`config.mk`:
```
export PLATFORM = sky130hd
export DESIGN_NAME = tlp_tx_packer
export DESIGN_NICKNAME = d
export VERILOG_FILES = /design/src/rtl/tlp_tx_packer.sv
export SDC_FILE = /design/constraint.sdc
export NUM_CORES = 1
export LEC_CHECK = 0
export CAP_MARGIN = 25
export CELL_PAD_IN_SITES_DETAIL_PLACEMENT = 1
export CELL_PAD_IN_SITES_GLOBAL_PLACEMENT = 2
export CORE_MARGIN = 5
export CORE_UTILIZATION = 28
export DETAILED_ROUTE_END_ITERATION = 6
export PLACE_DENSITY_LB_ADDON = 0.05
export SETUP_SLACK_MARGIN = 0.5
export SLEW_MARGIN = 30
export SYNTH_ARGS = -nofsm -noshare
export SYNTH_HDL_FRONTEND = slang
export SYNTH_SLANG_ARGS = --single-unit
```
`constraint.sdc`:
```
create_clock -name clk -period 2.6 [get_ports clk]
set_input_delay 0.52 -clock clk [delete_from_list [all_inputs] [get_ports clk]]
set_output_delay 0.52 -clock clk [all_outputs]
set_load 0.05 [all_outputs]
```
`src/rtl/tlp_tx_packer.sv`:
```
module tlp_tx_packer #(
  parameter int LEN_W = 10
) (
  input  logic         clk,
  input  logic         rst_n,
  input  logic         in_valid,
  output logic         in_ready,
  input  logic [31:0]  in_data,
  input  logic         in_err,
  output logic         out_valid,
  input  logic         out_ready,
  output logic [127:0] out_data,
  output logic         out_sop,
  output logic         out_eop,
  output logic         out_empty,
  output logic         out_err
);
  localparam int CNT_W = LEN_W + 1;

  logic [3:0][31:0] lanes, nlanes;
  logic             ov, bsop, beop, bempty, berr;
  logic             in_hdr, is4, hasd, errp;
  logic [1:0]       hidx, lane;
  logic [CNT_W-1:0] rem;

  assign in_ready = !ov || out_ready;
  wire fire = in_valid && in_ready;

  wire             h0       = in_hdr && hidx == 2'd0;
  wire             cur_is4  = h0 ? in_data[29] : is4;
  wire             cur_hasd = h0 ? in_data[30] : hasd;
  wire [LEN_W-1:0] lf       = in_data[LEN_W-1:0];
  wire [CNT_W-1:0] cur_len  = (lf == '0) ? (CNT_W'(1) << LEN_W) : {1'b0, lf};
  wire             last_hdr = in_hdr && hidx == (cur_is4 ? 2'd3 : 2'd2);
  wire             unal     = in_data[2];
  wire [1:0]       wl       = in_hdr ? hidx : lane;
  wire             data_end = !in_hdr && rem == CNT_W'(1);
  wire             eop_now  = (last_hdr && !cur_hasd) || data_end;
  wire             close    = eop_now || (!in_hdr && lane == 2'd3) ||
                              (last_hdr && (cur_is4 || !unal));

  always_comb begin
    nlanes     = ov ? '0 : lanes;
    nlanes[wl] = in_data;
  end

  always_ff @(posedge clk) begin
    if (!rst_n) begin
      ov     <= 1'b0;
      lanes  <= '0;
      bsop   <= 1'b0;
      beop   <= 1'b0;
      bempty <= 1'b0;
      berr   <= 1'b0;
      in_hdr <= 1'b1;
      hidx   <= 2'd0;
      lane   <= 2'd0;
      is4    <= 1'b0;
      hasd   <= 1'b0;
      errp   <= 1'b0;
      rem    <= '0;
    end else begin
      if (ov && out_ready) begin
        ov     <= 1'b0;
        lanes  <= '0;
        bsop   <= 1'b0;
        beop   <= 1'b0;
        bempty <= 1'b0;
        berr   <= 1'b0;
      end
      if (fire) begin
        lanes  <= nlanes;
        bsop   <= (!ov && bsop) || h0;
        beop   <= eop_now;
        bempty <= eop_now && !wl[1];
        berr   <= eop_now && (errp || in_err);
        errp   <= eop_now ? 1'b0 : (errp || in_err);
        if (close) ov <= 1'b1;
        if (h0) begin
          is4  <= in_data[29];
          hasd <= in_data[30];
          rem  <= cur_len;
        end
        if (in_hdr) begin
          if (last_hdr) begin
            hidx <= 2'd0;
            if (cur_hasd) begin
              in_hdr <= 1'b0;
              lane   <= cur_is4 ? {1'b0, unal} : (unal ? 2'd3 : 2'd0);
            end
          end else begin
            hidx <= hidx + 2'd1;
          end
        end else begin
          rem  <= rem - CNT_W'(1);
          lane <= lane + 2'd1;
          if (data_end) begin
            in_hdr <= 1'b1;
            hidx   <= 2'd0;
          end
        end
      end
    end
  end

  assign out_valid = ov;
  assign out_data  = lanes;
  assign out_sop   = bsop;
  assign out_eop   = beop;
  assign out_empty = bempty;
  assign out_err   = berr;
endmodule

```
Word-level counts from Yosys, hierarchy flattened
Index checks and enable logic that the tools add are counted.
{"block": "classes", "addsub": 3, "magnitude_cmp": 2, "eq_ne": 6, "n_mux": 34, "reduce_logical": 31}
{"op": "128-bit 2-to-1 mux", "count": 3}
{"op": "128-bit bitwise mux", "count": 1}
{"op": "32-bit demux with 2-bit select", "count": 1}
{"op": "11-bit 2-to-1 mux", "count": 3}
{"op": "32-bit 2-to-1 mux", "count": 1}
{"op": "2-bit 2-to-1 mux", "count": 9}
{"op": "1-bit 2-to-1 mux", "count": 16}
{"op": "1-bit logical AND", "count": 12}
{"op": "11-bit by 1-bit equality test with 1-bit output (second input constant)", "count": 1}
{"op": "11-bit by 1-bit subtractor with 11-bit output (second input constant)", "count": 1}
{"op": "10-bit zero test", "count": 1}
{"op": "1-bit logical OR", "count": 7}
{"op": "2-bit by 1-bit inequality test with 1-bit output (second input constant)", "count": 3}
{"op": "1-bit zero test", "count": 5}
{"op": "2-bit by 1-bit adder with 2-bit output (second input constant)", "count": 2}
{"op": "2-bit AND reduction", "count": 2}
{"op": "2-bit nonzero test", "count": 2}
{"op": "2-bit by 3-bit < comparator with 1-bit output (second input constant)", "count": 1}
{"op": "3-bit AND reduction", "count": 1}
{"op": "2-bit equality test", "count": 1}
{"op": "2-bit equality test (second input constant)", "count": 1}
{"op": "2-bit by 1-bit greater-or-equal comparator with 1-bit output (second input constant)", "count": 1}
{"op": "2-bit zero test", "count": 1}
{"block": "word_totals", "regBits": 152, "out_inout_bits": 134, "elab_cells": 92}

Longest topological paths before layout
Gate-level depths: netlist of the first run.
{"block": "logic_depth", "ltp_word": 12, "depth_mapped": 9, "ltp_nobuf": 7}

Least setup slack after synthesis of the first run
OpenSTA, ideal clock, no wires.
{"block": "synth_path", "kind": "register to register", "startpoint": "register ov, in the netlist out_valid", "endpoint": "register lanes (netlist bit out_data[10])", "setup_ps": 65, "arrival_ps": 2246, "t_required_ps": 2535, "setup_slack_ps": 289, "stages_incl_launch_ff": 8, "n_path_buf": 3, "period_less_slack_ps": 2311, "cell_sequence": "dfxtp_1 nand2b_1 clkbuf_1 and2_1 clkbuf_1 clkbuf_1 a32oi_1 nor2_1"}
{"block": "synth_between", "elab_chain_len": 4}
{"item": "start, declared", "line": "21", "source": "logic ov, bsop, beop, bempty, berr;"}
{"item": "start signal, assigned", "line": "49", "source": "ov <= 1'b0;"}
{"item": "start signal, assigned", "line": "64", "source": "ov <= 1'b0;"}
{"item": "start signal, assigned", "line": "78", "source": "if (close) ov <= 1'b1;"}
{"item": "1-bit zero test (*)", "line": "26", "source": "assign in_ready = !ov || out_ready;"}
{"item": "1-bit logical OR (*)", "line": "26"}
{"item": "named net in_ready", "line": "7", "source": "output logic in_ready,"}
{"item": "1-bit logical AND (*)", "line": "27", "source": "wire fire = in_valid && in_ready;"}
{"item": "128-bit 2-to-1 mux or 2-bit nonzero test (tied branches)"}
{"item": "end signal, assigned", "line": "72", "source": "lanes <= nlanes;"}
{"item": "end, declared", "line": "20", "source": "logic [3:0][31:0] lanes, nlanes;"}
The timed path passes the listed nets; every way through them passes the cells marked *.
A chain may end at the register's enable or synchronous reset.

Worst setup path in the final report of the first run
{"block": "layout_path", "startpoint": "register rem[0]", "endpoint": "register rem[7]"}
{"block": "layout_between", "elab_chain_len": 2}
{"item": "start, declared", "line": "24", "source": "logic [CNT_W-1:0] rem;"}
{"item": "start signal, assigned", "line": "82", "source": "rem <= cur_len;"}
{"item": "start signal, assigned", "line": "95", "source": "rem <= rem - CNT_W'(1);"}
{"item": "11-bit by 1-bit subtractor with 11-bit output", "line": "95"}
{"item": "11-bit 2-to-1 mux", "line": "84", "source": "if (in_hdr) begin"}
No other way between the ends.

==> impl_metrics.toml, run 1 <==
[run_status]
status = "completed"

[die]
floorplan.die.height_um = 155
dieArea_mm2 = 0.0240
placeableCoreArea_mm2 = 0.0208
initial_standard_cell_utilization_of_the_core = 0.282
die-width_um = 155
core.rowCount = 53
top_level_ports = 171

[sta]
finClkSkew_ns = 0.0143
tightestPinTransition_ns = 0.712
tns_ns = 0
final.min_clock_period_ns = 2.07
final_critical_path_setup_slack_ns = 0.534
finalMaxSlewViolations = 0
relSlewSlack = 0.524
highest_clock_rate_mhz = 484
setup_violations = 0
finalHoldViolations = 0
final.period_utilization = 0.795
rsz0062_at_grt = "true"

[route]
detail_route.wl_per_cell_um = 22.5
num_vias = 5867
route.final.wire_length_mm = 24.7
ant_nets = 0
initialDrtViolationCount = 283
via_per_inst = 5.36
detailedRoute.firstPassIterationCount = 4
drc = 0

[critical_path]
startpoint_type = "register"
criticalPathCategory = "reg2reg"
critical_path.reg2reg.endpoint = "rem[7]$_SDFFE_PN0P_"
critical_path.reg2reg.startpoint = "rem[0]$_SDFFE_PN0P_"
critPathCapture = "rem[7]$_SDFFE_PN0P_"
element_type_at_the_critical_path_end = "register"
r2r_setup_slack_ns = 0.53
arrival_ns = 2.43
highest_fanout_seen_on_the_critical_path = 4
worst-endpoint-required_ns = 2.96
reg2reg_depth = 5
crit_path_start = "rem[0]$_SDFFE_PN0P_"

[logic_synthesis]
synth_edf_count = 0
postSynth.asyncResetShare = 0
synth_fp_nets = 676
synth_flop_cell = "sky130_fd_sc_hd__dfxtp_1"
synth.ff_latch_count = 152
synth.lib_cells_used.distinct = 45
synthesis.area_mm2 = 0.00587
syn-mean-instance-area_um2 = 9.24
synthCells = 635
yosysSeqAreaShare = 0.519
synthesis.yosys.warnings = 0

[pwr]
switching_power_mw = 1.94
power.share.combinational = 0.191
sequentialPowerShare = 0.408
power_density_mw_per_mm2 = 694
peakVddDrop_uv = 425
clock_power_share = 0.402
switching_share = 0.316
total_power_mw = 6.14
leakage_nw = 3.83
internal_power_mw = 4.20

[worst_hold_path]
min-delay-path-class = "reg2reg"
whs_path_depth = 2

[clock_tree]
cts.clk_slew.worst_paths_ns = 0.07
ctsHoldBuffers = 0
clock-root-buffer = "sky130_fd_sc_hd__clkbuf_16"
cts_tree = "done"
insertion_delay_ns = 0.42
clock_sink_count = 152
cts_max_level = 4
tritoncts.num_buffers = 17
ctsLongestPathBuffers = 2

[global_route]
grt-ovfl-total = 0
first_global_vias = 6234
grt_start_max_net_pins = 48
antenna_violations_before_repair = 0
track_usage = 0.201
wire_length_of_the_first_global_routing_pass_mm = 37.6

[finish]
antenna-diode-count = 0
syn_to_final_growth_pct = 50.6
final_layout_size_suffix_gt1_frac = 0.134
nNetsFinal = 848

[placed_design]
place_ws_ns = 0.0857
io_buffers = 170
gpl.final_weighted_congestion = 0.749
half_perimeter_wire_length_of_the_detailed_placement_result_mm = 15.9

[job]
reported_max_cap_violation_count = 0
## power by group through the flow
stage	registers (mW)	logic [mW]	clock network, mW
after floorplan	2.81	0.405	0
after global placement	2.56	1.12	0
after detailed placement	2.56	1.15	0
after CTS	2.50	1.14	2.54
after global routing	2.51	1.25	2.64
final	2.50	1.17	2.47
## cells in the mapped netlist (2+ instances only)
| library cell | instances | share of area |
|---|---|---|
| sky130_fd_sc_hd__dfxtp_1 | 152 | 0.52 |
| sky130_fd_sc_hd__nor2_1 | 142 | 0.091 |
| sky130_fd_sc_hd__a32oi_1 | 128 | 0.19 |
| sky130_fd_sc_hd__clkbuf_1 | 63 | 0.040 |
| sky130_fd_sc_hd__nand2_1 | 19 | 0.012 |
| sky130_fd_sc_hd__a21oi_1 | 14 | 0.012 |
| sky130_fd_sc_hd__o21ai_0 | 14 | 0.012 |
| sky130_fd_sc_hd__nand3_1 | 8 | 0.0068 |
| sky130_fd_sc_hd__and2_1 | 7 | 0.0075 |
| sky130_fd_sc_hd__inv_1 | 7 | 0.0045 |
| sky130_fd_sc_hd__nand2b_1 | 7 | 0.0075 |
| sky130_fd_sc_hd__nor3_1 | 7 | 0.0060 |
| sky130_fd_sc_hd__a211oi_1 | 6 | 0.0077 |
| sky130_fd_sc_hd__nor4_1 | 5 | 0.0053 |
| sky130_fd_sc_hd__a22oi_1 | 4 | 0.0051 |
| sky130_fd_sc_hd__ha_1 | 4 | 0.0085 |
| sky130_fd_sc_hd__o211ai_1 | 4 | 0.0051 |
| sky130_fd_sc_hd__o21ai_1 | 4 | 0.0034 |
| sky130_fd_sc_hd__o221ai_1 | 4 | 0.0060 |
| sky130_fd_sc_hd__and3_1 | 3 | 0.0032 |
| sky130_fd_sc_hd__nand4_1 | 3 | 0.0032 |
| sky130_fd_sc_hd__o32ai_1 | 3 | 0.0045 |
| sky130_fd_sc_hd__a41oi_1 | 2 | 0.0030 |
| sky130_fd_sc_hd__nor3b_1 | 2 | 0.0026 |
| sky130_fd_sc_hd__o21a_1 | 2 | 0.0026 |
| sky130_fd_sc_hd__or3_1 | 2 | 0.0021 |
## cell usage in the layout, fill, tap and decap left out, drive strengths merged, types with 2 or more instances in the layout
cell             n
inv             13
ha               4
and3             3
nor4             5
clkbuf          19
o211ai           4
a22oi            4
o221ai           4
nand4            3
dlygate4sd2    124
nor2           142
dlymetal6s2s    10
or4              2
clkinvlp         4
dfxtp          152
o21ai           19
a32oi          128
o32ai            4
nand2b           7
or3              3
nand2           19
nand3            8
a41oi            2
clkdlybuf4s50   35
nor3             7
a211oi           6
buf             47
o21a             2
a21oi           15
clkinv           4
nor3b            2
and2             7
## routing by layer
layer,global-route usage,up-vias,part of all wire,routed length [um]
li1,-,2759,-,-
met1,0.248,2960,0.43,10600
met2,0.350,138,0.51,12600
met3,0.0610,10,0.055,1360
met4,0.0336,0,0.0055,136
met5,0,-,0,0
## critical path, stage by stage, from the launching register on
cell and delay [ns]:
sky130_fd_sc_hd__dfxtp_4 0.35, sky130_fd_sc_hd__or4_4 0.57, sky130_fd_sc_hd__or3_4 0.41, sky130_fd_sc_hd__or4_1 0.41, sky130_fd_sc_hd__a21o_1 0.18, sky130_fd_sc_hd__a21oi_2 0.10
## cells by family (layout without fill, tap and decap cells)
kind of cell | count (synthesis) | count (layout) | share of synthesized area
multiplexers | 2 | 2 | 0.00362
adder cells (fa/ha/maj) | 4 | 4 | 0.00853
buffers and inverters | 73 | 257 | 0.0480
AO/OA/AOI/OAI | 194 | 195 | 0.266
flip-flops | 152 | 152 | 0.519
AND/OR/NAND/NOR | 210 | 210 | 0.155
## through the flow
step	utilization	cells	instance area, um^2	hold WS, ns
4_1_cts	0.416	1085	8660	0.461
3_5_place_dp	0.391	1049	8140	0.450
2_1_floorplan	-	635	5880	0.432
6_report	0.425	1095	8840	0.456
5_1_grt	0.425	1095	8840	0.491
3_3_place_gp	0.390	1048	8120	0.444
## state kept, by name (all words and copies together) (netlist names), 2 cells and up
name,count
hidx,2
rem,11
out_data,128
lane,2
## layout make-up
type | count | area, um^2
clock buffer | 19 | 443
fill | 2401 | 12000
inverter | 9 | 46.3
clock inverter | 13 | 138
sequential | 152 | 3050
timing repair buffer | 216 | 2070
multi-input combinational | 411 | 2740
tap | 275 | 344
## repair_timing
action / in CTS / in global routing
cloned: 1 / 0
buffers inserted: 3 / 8
endpoints found under the setup margin: 200 / 117
gates resized for setup: 139 / 20
pin swaps: 3 / 11
## worst min-delay path by stage
stage | from | to | slack, ns
finish | out_sop$_SDFFE_PN0P_ | out_sop$_SDFFE_PN0P_ | 0.46
global route | out_sop$_SDFFE_PN0P_ | out_sop$_SDFFE_PN0P_ | 0.49
CTS | out_sop$_SDFFE_PN0P_ | out_sop$_SDFFE_PN0P_ | 0.46
detailed placement | out_sop$_SDFFE_PN0P_ | out_sop$_SDFFE_PN0P_ | 0.45
global placement | hasd$_SDFFE_PN0P_ | hasd$_SDFFE_PN0P_ | 0.44
floorplan | is4$_SDFFE_PN0P_ | is4$_SDFFE_PN0P_ | 0.43
Note: power is estimated with default switching activity, not from simulation.
==> run 2: changes to the inputs <==
--- a/config.mk
+++ b/config.mk
@@ -9,7 +9,7 @@
 export CELL_PAD_IN_SITES_DETAIL_PLACEMENT = 1
 export CELL_PAD_IN_SITES_GLOBAL_PLACEMENT = 2
 export CORE_MARGIN = 5
-export CORE_UTILIZATION = 28
+export CORE_UTILIZATION = 25
 export DETAILED_ROUTE_END_ITERATION = 6
 export PLACE_DENSITY_LB_ADDON = 0.05
 export SETUP_SLACK_MARGIN = 0.5
==> constraint.sdc (replaced) <==
create_clock -name clk -period 1.75 [get_ports clk]
set_input_delay 0.35 -clock clk [delete_from_list [all_inputs] [get_ports clk]]
set_output_delay 0.35 -clock clk [all_outputs]
set_load 0.05 [all_outputs]
==> run 2 against run 1 <==
Against the previous run: largest power group is now clock; largest cell class unchanged; worst setup slack got worse by 0.79 ns; utilization decreased by 0.81 points; global-route usage decreased by 0.56 points; critical path depth increased by 2; total power increased by 58%; the run now ends with setup timing left.
==> impl_metrics.toml, run 2 (synthesis results as in run 1) <==
[run_status]
status = "finished with violations"
failing_checks = "setup timing"

[global_route]
grt-ovfl-total = 0
antenna_violations_before_repair = 1
wire_length_of_the_first_global_routing_pass_mm = 40.1
track_usage = 0.195
grt_start_max_net_pins = 74
first_global_vias = 6766

[sta]
highest_clock_rate_mhz = 498
finClkSkew_ns = 0.00847
tns_ns = -2.68
finalHoldViolations = 0
final.min_clock_period_ns = 2.01
fin_hold_ws_ns = 0.464
final_critical_path_setup_slack_ns = -0.259
final.period_utilization = 1.15
setup_violations = 43
finalMaxSlewViolations = 0
tightestPinTransition_ns = 0.411
relSlewSlack = 0.726
rsz0062_at_grt = "true"

[critical_path]
criticalPathCategory = "reg2reg"
worst-endpoint-required_ns = 2.05
cp_slowest_stage_delay_ns = 0.54
startpoint_type = "register"
reg2reg_depth = 7
crit_slowest_cell = "sky130_fd_sc_hd__or4_4"
critical_path.reg2reg.startpoint = "rem[0]$_SDFFE_PN0P_"
crit_path_start = "rem[0]$_SDFFE_PN0P_"
critical_path.cell_chain = "or4_4 -> or3_4 -> buf_4 -> buf_6 -> o21ai_0 -> a21o_1 -> a21oi_2"
highest_fanout_seen_on_the_critical_path = 3
arrival_ns = 2.31
element_type_at_the_critical_path_end = "register"

[finish]
final_cell_count_no_fill = 1194
post-route-util = 0.416
largest_register_ffs = 128
final_layout_size_suffix_gt1_frac = 0.392
layout.cells.most_common = "sky130_fd_sc_hd__buf_4"
layout_common_cells = "sky130_fd_sc_hd__buf_4 (175), sky130_fd_sc_hd__nor2_1 (140), sky130_fd_sc_hd__dfxtp_1 (134)"
nNetsFinal = 902
summed_area_of_non_filler_cells_in_the_final_layout_mm2 = 0.00969
syn_to_final_growth_pct = 65.1

[clock_tree]
cts_tree = "done"
tritoncts.num_buffers = 17
cts_max_level = 4
ctsLongestPathBuffers = 2
ctsHoldBuffers = 0
clock-root-buffer = "sky130_fd_sc_hd__clkbuf_16"
insertion_delay_ns = 0.41
clock_sink_count = 152
cts.clk_slew.worst_paths_ns = 0.07

[route]
ant_nets = 0
drc = 0
detailedRoute.firstPassIterationCount = 4
initialDrtViolationCount = 353
detail_route.wl_per_cell_um = 21.8
route.final.wire_length_mm = 26.0
via_per_inst = 5.18
num_vias = 6185

[placed_design]
placedInstanceArea_mm2 = 0.00848
half_perimeter_wire_length_of_the_detailed_placement_result_mm = 17.8
io_buffers = 170
gpl.final_weighted_congestion = 0.790
placedCellCount = 1144

[worst_hold_path]
min-delay-path-class = "reg2reg"
holdCritStartpoint = "out_sop$_SDFFE_PN0P_"
whs_path_depth = 2

[die]
floorplan.die.height_um = 163
dieArea_mm2 = 0.0266
core.rowCount = 56
top_level_ports = 171
placeableCoreArea_mm2 = 0.0233
initial_standard_cell_utilization_of_the_core = 0.252
die-width_um = 163

[pwr]
power_density_mw_per_mm2 = 1000
peakVddDrop_uv = 593
leakage_nw = 3.82

[job]
reported_max_cap_violation_count = 0
run 2: cell count changes in the layout (fill, tap and decap cells not counted), sizes merged:
cell           before  now
clkinv              4    3
o21ai              19   18
clkinvlp            4    2
inv                13   15
dlygate4sd2       124    2
diode               0    1
buf                47  232
bufinv              1    2
dlymetal6s2s       10    0
bufbuf              0    3
clkdlybuf4s50      35   34
run 2: repair_timing:
action / CTS / global route
gates resized for setup: 77 / 33
cloned: 3 / 0
endpoints found under the setup margin: 286 / 286
pin swaps: 18 / 12
setup buffers: 9 / 5
run 2: power breakdown:
group | leakage [nW] | total, mW | switching (mW) | internal, mW
Sequential | 1.24 | 3.73 | 0.117 | 3.61
Combinational | 2.28 | 2.12 | 1.27 | 0.849
Clock | 0.294 | 3.85 | 1.63 | 2.22
Total | 3.82 | 9.69 | 3.01 | 6.68
run 2: critical path: cells and delay by family (launching register included):
| family | cells | cell delay (ns) |
|---|---|---|
| compound gates | 3 | 0.39 |
| simple gates | 2 | 0.92 |
| buf+inv | 2 | 0.26 |
| flops | 1 | 0.32 |
run 2: worst paths after layout:
path,end,slack [ns]
hold / removal,out_sop$_SDFFE_PN0P_,0.46
setup reg to reg,rem[7]$_SDFFE_PN0P_,-0.26
setup / recovery,rem[7]$_SDFFE_PN0P_,-0.26
hold reg to reg,out_sop$_SDFFE_PN0P_,0.46
run 2: final cells by class:
cell class                 instances  area, um^2
tap                              319         399
timing repair buffer             271        2600
fill                            2625       13600
clock buffer                      19         453
clock inverter                    13         156
inverter                           9        51.3
multi-input combinational        410        2950
sequential                       152        3070
antenna                            1        2.50
run 2: metrics by stage:
step / power (mW) / setup WS, ns
after floorplan: 4.88 / -0.235
after global placement: 5.69 / -0.552
after detailed placement: 5.72 / -0.581
after CTS: 9.78 / -0.260
after global routing: 10.1 / -0.319
final: 9.69 / -0.259
run 2: metal layers:
metal | global-route usage | share of wire | vias to the layer above
met4 | 0.0717 | 0.024 | 0
li1 | - | - | 2879
met5 | 0 | 0 | -
met2 | 0.333 | 0.50 | 168
met3 | 0.0520 | 0.058 | 38
met1 | 0.236 | 0.42 | 3100
